--- src/rtl/sck_pkg.sv ---
package sck_pkg;
    localparam int PRE_W  = 5;
    localparam int SEL_W  = 3;
    localparam int DATA_W = PRE_W + SEL_W;
    localparam int CNT_W  = (1 << SEL_W) - 1;

    typedef struct packed {
        logic [DATA_W-1:0] ctrl;
        logic              src;
    } regs_t;

    typedef struct packed {
        logic [PRE_W-1:0] cnt;
        logic [PRE_W-1:0] lim;
    } pre_t;

    typedef struct packed {
        logic [CNT_W-1:0] cnt;
        logic [SEL_W-1:0] sel;
        logic             src;
    } div_t;
endpackage

--- src/rtl/sck_regs.sv ---
module sck_regs
    import sck_pkg::*;
#(
    parameter logic [7:0]        CTRL_ADDR = 8'hC7,
    parameter logic [7:0]        SRC_ADDR  = 8'hC8,
    parameter logic [DATA_W-1:0] CTRL_RST  = 8'h58
) (
    input  logic              clk,
    input  logic              rst_n,
    input  logic              wr,
    input  logic [7:0]        addr,
    input  logic [DATA_W-1:0] wdata,
    output logic [DATA_W-1:0] rdata,
    output logic [DATA_W-1:0] ctrl_q,
    output logic              src_q
);
    regs_t r_d, r_q;

    always_comb begin
        r_d = r_q;
        if (wr && addr == CTRL_ADDR) r_d.ctrl = wdata;
        if (wr && addr == SRC_ADDR)  r_d.src  = wdata[0];
    end

    always_ff @(posedge clk or negedge rst_n) begin
        if (!rst_n) begin
            r_q.ctrl <= CTRL_RST;
            r_q.src  <= 1'b0;
        end else begin
            r_q <= r_d;
        end
    end

    always_comb begin
        if (addr == CTRL_ADDR)     rdata = r_q.ctrl;
        else if (addr == SRC_ADDR) rdata = {{(DATA_W-1){1'b0}}, r_q.src};
        else                       rdata = '0;
    end

    assign ctrl_q = r_q.ctrl;
    assign src_q  = r_q.src;
endmodule

--- src/rtl/sck_prescaler.sv ---
module sck_prescaler
    import sck_pkg::*;
#(
    parameter logic [PRE_W-1:0] LIM_RST = 5'd11
) (
    input  logic             clk,
    input  logic             rst_n,
    input  logic             tick,
    input  logic [PRE_W-1:0] code,
    output logic             stb
);
    pre_t p_d, p_q;

    always_comb begin
        p_d = p_q;
        stb = tick && (p_q.cnt == p_q.lim);
        if (stb) begin
            p_d.cnt = '0;
            p_d.lim = code;
        end else if (tick) begin
            p_d.cnt = p_q.cnt + 1'b1;
        end
    end

    always_ff @(posedge clk or negedge rst_n) begin
        if (!rst_n) begin
            p_q.cnt <= '0;
            p_q.lim <= LIM_RST;
        end else begin
            p_q <= p_d;
        end
    end
endmodule

--- src/rtl/sck_divider.sv ---
module sck_divider
    import sck_pkg::*;
(
    input  logic             clk,
    input  logic             rst_n,
    input  logic             osc_tick,
    input  logic             pll_tick,
    input  logic [SEL_W-1:0] sel_in,
    input  logic             src_in,
    output logic             ce
);
    div_t d_d, d_q;
    logic             tick;
    logic [CNT_W-1:0] mask;

    always_comb begin
        for (int i = 0; i < CNT_W; i++) mask[i] = (i < int'(d_q.sel));
    end

    always_comb begin
        d_d  = d_q;
        tick = d_q.src ? pll_tick : osc_tick;
        ce   = tick && (d_q.cnt == mask);
        if (ce) begin
            d_d.cnt = '0;
            d_d.sel = sel_in;
            d_d.src = src_in;
        end else if (tick) begin
            d_d.cnt = d_q.cnt + 1'b1;
        end
    end

    always_ff @(posedge clk or negedge rst_n) begin
        if (!rst_n) begin
            d_q <= '0;
        end else begin
            d_q <= d_d;
        end
    end
endmodule

--- src/rtl/sysclk_ctrl.sv ---
module sysclk_ctrl
    import sck_pkg::*;
#(
    parameter logic [7:0] CTRL_ADDR = 8'hC7,
    parameter logic [7:0] SRC_ADDR  = 8'hC8
) (
    input  logic              clk,
    input  logic              rst_n,
    input  logic              osc_tick,
    input  logic              pll_tick,
    input  logic              bus_wr,
    input  logic [7:0]        bus_addr,
    input  logic [DATA_W-1:0] bus_wdata,
    output logic [DATA_W-1:0] bus_rdata,
    output logic              pll_ref_stb,
    output logic              sys_ce,
    output logic              usb_ce
);
    logic [DATA_W-1:0] ctrl_q;
    logic              src_q;

    sck_regs #(
        .CTRL_ADDR (CTRL_ADDR),
        .SRC_ADDR  (SRC_ADDR),
        .CTRL_RST  ({5'd11, 3'd0})
    ) u_regs (
        .clk    (clk),
        .rst_n  (rst_n),
        .wr     (bus_wr),
        .addr   (bus_addr),
        .wdata  (bus_wdata),
        .rdata  (bus_rdata),
        .ctrl_q (ctrl_q),
        .src_q  (src_q)
    );

    sck_prescaler #(.LIM_RST(5'd11)) u_pre (
        .clk   (clk),
        .rst_n (rst_n),
        .tick  (osc_tick),
        .code  (ctrl_q[DATA_W-1:SEL_W]),
        .stb   (pll_ref_stb)
    );

    sck_divider u_div (
        .clk      (clk),
        .rst_n    (rst_n),
        .osc_tick (osc_tick),
        .pll_tick (pll_tick),
        .sel_in   (ctrl_q[SEL_W-1:0]),
        .src_in   (src_q),
        .ce       (sys_ce)
    );

    assign usb_ce = pll_tick;
endmodule

--- config.mk ---
export PLATFORM = sky130hd
export DESIGN_NAME = sysclk_ctrl
export DESIGN_NICKNAME = d
export VERILOG_FILES = /design/src/rtl/sck_pkg.sv /design/src/rtl/sck_regs.sv /design/src/rtl/sck_prescaler.sv /design/src/rtl/sck_divider.sv /design/src/rtl/sysclk_ctrl.sv
export SDC_FILE = /design/constraint.sdc
export NUM_CORES = 1
export LEC_CHECK = 0
export ABC_AREA = 1
export BUFFER_PORTS_ARGS = -buffer_cell sky130_fd_sc_hd__buf_2
export CAP_MARGIN = 10
export CORE_AREA = 5 5 112 61
export CTS_BUF_LIST = sky130_fd_sc_hd__clkbuf_8
export CTS_CLUSTER_DIAMETER = 50
export DETAILED_ROUTE_END_ITERATION = 7
export DIE_AREA = 0 0 117 66
export PLACE_DENSITY = 0.59
export SETUP_SLACK_MARGIN = 0.05
export SYNTH_ARGS = -nofsm -noshare
export SYNTH_HDL_FRONTEND = slang
export SYNTH_SLANG_ARGS = --single-unit
--- constraint.sdc ---
create_clock -name clk -period 2 [get_ports clk]
set_input_delay 0.2 -clock clk [delete_from_list [all_inputs] [get_ports clk]]
set_output_delay 0.2 -clock clk [all_outputs]
set_load 0.01 [all_outputs]
# Yosys cells after proc, flatten, opt, wreduce, memory -nomap -nowiden
# Cells that the tools add are included.
# classes
n_addsub,2
multipliers,0
n_div,0
order_cmp,7
eq_ne,4
shift,0
n_mux,7
bitwise,0
n_reduce_logical,6
# op_table
operator,count
equality test 8 bit (second input constant),2
2-to-1 mux 7 bit,2
2-to-1 mux 5 bit,2
less-than comparator 3 bit (first input constant),3
2-to-1 mux 8 bit,1
adder 7 x 1 -> 7 bit (second input constant),1
equality test 7 bit,1
less-than comparator 1 x 3 -> 1 bit (first input constant),2
less-than comparator 2 x 3 -> 1 bit (first input constant),2
adder 5 x 1 -> 5 bit (second input constant),1
equality test 5 bit,1
logical AND 1 bit,4
nonzero test 2 bit,2
2-to-1 mux 1 bit,2
# totals
ff_bits,30
latchBits,0
mem_bits_rw,0
romBits,0
elab_cells,33
n_memories,0

# Longest topological paths before layout
# depth
word_depth,4
mapped_depth,11

# Cells and area by module
# Synthesis repeated with hierarchy kept, for this count alone.
# unflattened
cells_unflattened,298
hier_area_um2,1991.9
# modules_own_cells
mod,n_inst,cells_each,area_per_inst_um2
sck_divider,1,121,785.8
sck_prescaler,1,95,635.6
sck_regs,1,81,563.0
sysclk_ctrl,1,1,7.5

# Worst setup path before layout
# No wires, ideal clock.
# synth_timing
kind,reg2out
from,reg u_div.d_q[3] in the netlist's numbering
to,out sys_ce
arrival_time_ns,1.256
slack_ns,0.544
path_stages_with_launch,10
n_path_buf,2
cell_sequence,dfrtp_1 -> buf_6 -> nor2_2 -> nand2_1 -> nand2_1 -> nand2_1 -> nor2_2 -> nand3_2 -> buf_6 -> inv_2
# synth_between
elab_chain_len,3
elab_cells_between_ends,9
# synth_rtl
item,line,source
start: declaration,sck_divider.sv:12,"div_t d_d, d_q;"
start signal: assignment,sck_divider.sv:35,d_q <= '0;
start signal: assignment,sck_divider.sv:37,d_q <= d_d;
"less-than comparator 1 x 3 -> 1 bit, or another cell as far along",sck_divider.sv:17,for (int i = 0; i < CNT_W; i++) mask[i] = (i < int'(d_q.sel));
equality test 7 bit *,sck_divider.sv:23,ce = tick && (d_q.cnt == mask);
logical AND 1 bit *,sck_divider.sv:23,
end: declaration,sysclk_ctrl.sv:16,"output logic sys_ce,"
# Every way passes the cells marked *; elsewhere a longest branch is shown, timed or not.

# Worst setup path after layout
# Ends and elaborated chain as after synthesis.

==> flow_summary.json <==
{
  "status": "complete, no violations",
  "antenna_found_initial": 0,
  "start_kind": "register",
  "cap_violations": 0,
  "yosys.cell_types.count": 26,
  "root_buffer": "clkbuf_8",
  "place_area_sq_um": 2007,
  "numCtsBuffers": 5,
  "multi_input_area_sq_um": 832.0,
  "drt-initial-drc-count": 89,
  "slew_headroom_pct": 53.40,
  "seq_area_frac_synth_pct": 42.59,
  "rsz0062_at_grt": "no",
  "core_area_sq_um": 5806,
  "clock_path_buffers": 2,
  "dieArea_sq_um": 7722,
  "path_clk_slew_ns": 0.07,
  "area_growth_pct": 23.19,
  "fin_area_sq_um": 2193,
  "start_util_pct": 30.67,
  "slew_viol_final": 0,
  "wl_per_cell_um": 12.08,
  "groute.usage.overall_pct": 12.36,
  "netlist_area_sq_um": 1780,
  "fin_crit_ns": 1.856,
  "syn-instance-count": 252,
  "via_per_inst": 4.509,
  "numPortBuffers": 31,
  "insertion_delay_ns": 0.29,
  "fin_nets": 318,
  "ff_latch_area_sq_um": 760.7,
  "p_leak_nw": 1.209,
  "cts_tree": "done",
  "ir_drop_v": 0.0003660,
  "ys_warn_count": 0,
  "routabilityCongestion": 0.9016,
  "grt_pass1_vias": 1519,
  "syn_nets": 275,
  "rows": 20,
  "grt_max_degree": 31,
  "drive_above_1_share_pct": 24.66,
  "synth_seq_cells": 30,
  "cp.required_ns": 1.80,
  "fp.dieH_um": 66,
  "routed-via-count": 1682,
  "criticalPathCategory": "reg -> out",
  "hold_violations": 0,
  "dr.pass1.iters": 5,
  "critPathArrivalTime_ns": 1.66,
  "wl_um": 4506,
  "path_max_fanout": 8,
  "dpl.hpwl_um": 3177,
  "min_period_over_period_pct": 92.80,
  "worst_pin_slew_ns": 0.6990,
  "grt_pass1_wl_um": 7320,
  "final.fill_count": 627,
  "drc": 0,
  "p_per_area_nw_per_um2": 994.1,
  "endpoint_kind": "primary output",
  "fmax_ghz": 0.5388,
  "htree_levels": 2,
  "die_w_um": 117,
  "drtAntennaViolNets": 0,
  "grt_overflow_total": 0,
  "power.total_mw": 2.180,
  "min_path_type": "in -> reg",
  "fin_skew_ns": 0.003509,
  "cts_sinks": 30,
  "fin_setup_tns_ns": 0,
  "diodes": 0,
  "ios": 32,
  "setup_viol": 0,
  "syn-mean-instance-area_sq_um": 7.065
}
==> flip-flops by register name (all words and copies together), names as in the netlist <==
signal and cells:
u_div.d_q 11, u_regs.ctrl_q 8, u_pre.p_q 10, u_regs.src_q 1
==> placed cells by master (no fill, tap or decap) <==
cell type and count:
nor3_1 1, clkinv_2 1, dfrtp_2 2, buf_4 11, nor2_4 4, dlygate4sd3_1 1, inv_1 38, nor2_2 1
nand4_1 17, nand3_1 12, nor4_1 1, o22ai_1 1, o21ai_2 1, xor2_1 5, ha_1 2, dfrtp_1 22
nand3_4 1, nand2_2 2, dfstp_2 6, nand3b_1 2, nor2_1 23, xnor2_1 1, o21ai_0 9, inv_2 7
nand2_1 85, buf_2 31, clkbuf_8 6, a21oi_1 3
==> final timing paths <==
check,end,slack [ns],startpoint,cells after the start
max,sys_ce,0.14,u_div.d_q[3]$_DFFE_PN0P_,8
min,u_regs.ctrl_q[3]$_DFFE_PN1P_,0.13,bus_wdata[3],3
min reg2reg,u_regs.ctrl_q[4]$_DFFE_PN1P_,0.46,u_regs.ctrl_q[4]$_DFFE_PN1P_,2
min in group asynchronous,u_pre.p_q[9]$_DFFE_PN0P_,0.50,rst_n,2
max in group asynchronous,u_div.d_q[3]$_DFFE_PN0P_,1.01,rst_n,2
max reg2reg,u_div.d_q[1]$_DFFE_PN0P_,0.33,u_div.d_q[3]$_DFFE_PN0P_,10
==> per-stage QoR <==
step	setup WS, ns	utilization [%]	std cells	hold slack (ns)
floorplan	0.5437	-	252	-0.09559
global placement	0.3260	34.57	356	0.2947
detailed placement	0.2384	34.57	356	0.2888
CTS	0.06724	36.55	365	0.1283
global route	0.01948	37.78	373	0.1609
finish	0.1440	37.78	373	0.1332
==> final cells by class <==
type	count	area share, %
inverter	44	7.530
sequential	30	34.68
clock inverter	2	0.3993
timing repair buffer	43	11.29
tap	77	4.392
multi-input combinational	171	37.94
clock buffer	6	3.765
==> cells by family after synthesis <==
group | after synthesis | share of synthesized area [%]
buffers and inverters | 51 | 11.95
AND/OR/NAND/NOR | 149 | 36.89
AO/OA/AOI/OAI | 14 | 4.216
XOR/XNOR | 6 | 2.951
adder cells (fa/ha/maj) | 2 | 1.405
flip-flops | 30 | 42.59
==> layer usage <==
layer  global-route usage [%]  part of all wire (%)
met1                    19.79                    55
met2                    14.09                    36
met3                    4.753                   8.0
met4                    4.006                   1.3
met5                        0                     0
==> cells in the mapped netlist (all sizes together) <==
library cell | instances | area [sq um]
xor2 | 5 | 43.79
xnor2 | 1 | 8.760
o22ai | 1 | 6.260
nor4 | 1 | 6.260
a21oi | 3 | 15.01
dfrtp | 24 | 600.6
buf | 5 | 40.04
nand2 | 87 | 331.6
ha | 2 | 25.02
clkbuf | 2 | 7.510
inv | 44 | 165.2
nor3 | 1 | 5.000
o21ai | 10 | 53.80
dfstp | 6 | 157.7
nand3b | 2 | 15.01
nor2 | 28 | 122.6
nand4 | 17 | 106.4
nand3 | 13 | 70.07
==> critical path, cell delays in order, from the launching register on <==
cell and delay [ns]:
dfrtp_2 0.49, nor2_4 0.14, nor2_1 0.05, nor2_1 0.09, nand2_1 0.11, nor2_4 0.19, nand3_4 0.13, inv_2 0.06
buf_2 0.12
==> report_power, final <==
| part | switching [mW] | total, mW | internal, mW | leakage (nW) |
|---|---|---|---|---|
| logic | 0.436 | 0.743 | 0.307 | 0.787 |
| registers | 0.159 | 0.918 | 0.760 | 0.370 |
| clock network | 0.247 | 0.519 | 0.272 | 0.0524 |
| total | 0.842 | 2.18 | 1.34 | 1.21 |
==> timing repair <==
item                                    in CTS  in global routing
pin swaps                                    0                  5
setup buffers                                0                  8
cloned                                       0                  0
gates resized for setup                      3                  3
endpoints found under the hold margin       24                  0
endpoints found under the setup margin       1                  1
hold buffers                                 1                  0
Note: power is estimated with default switching activity, not from simulation.
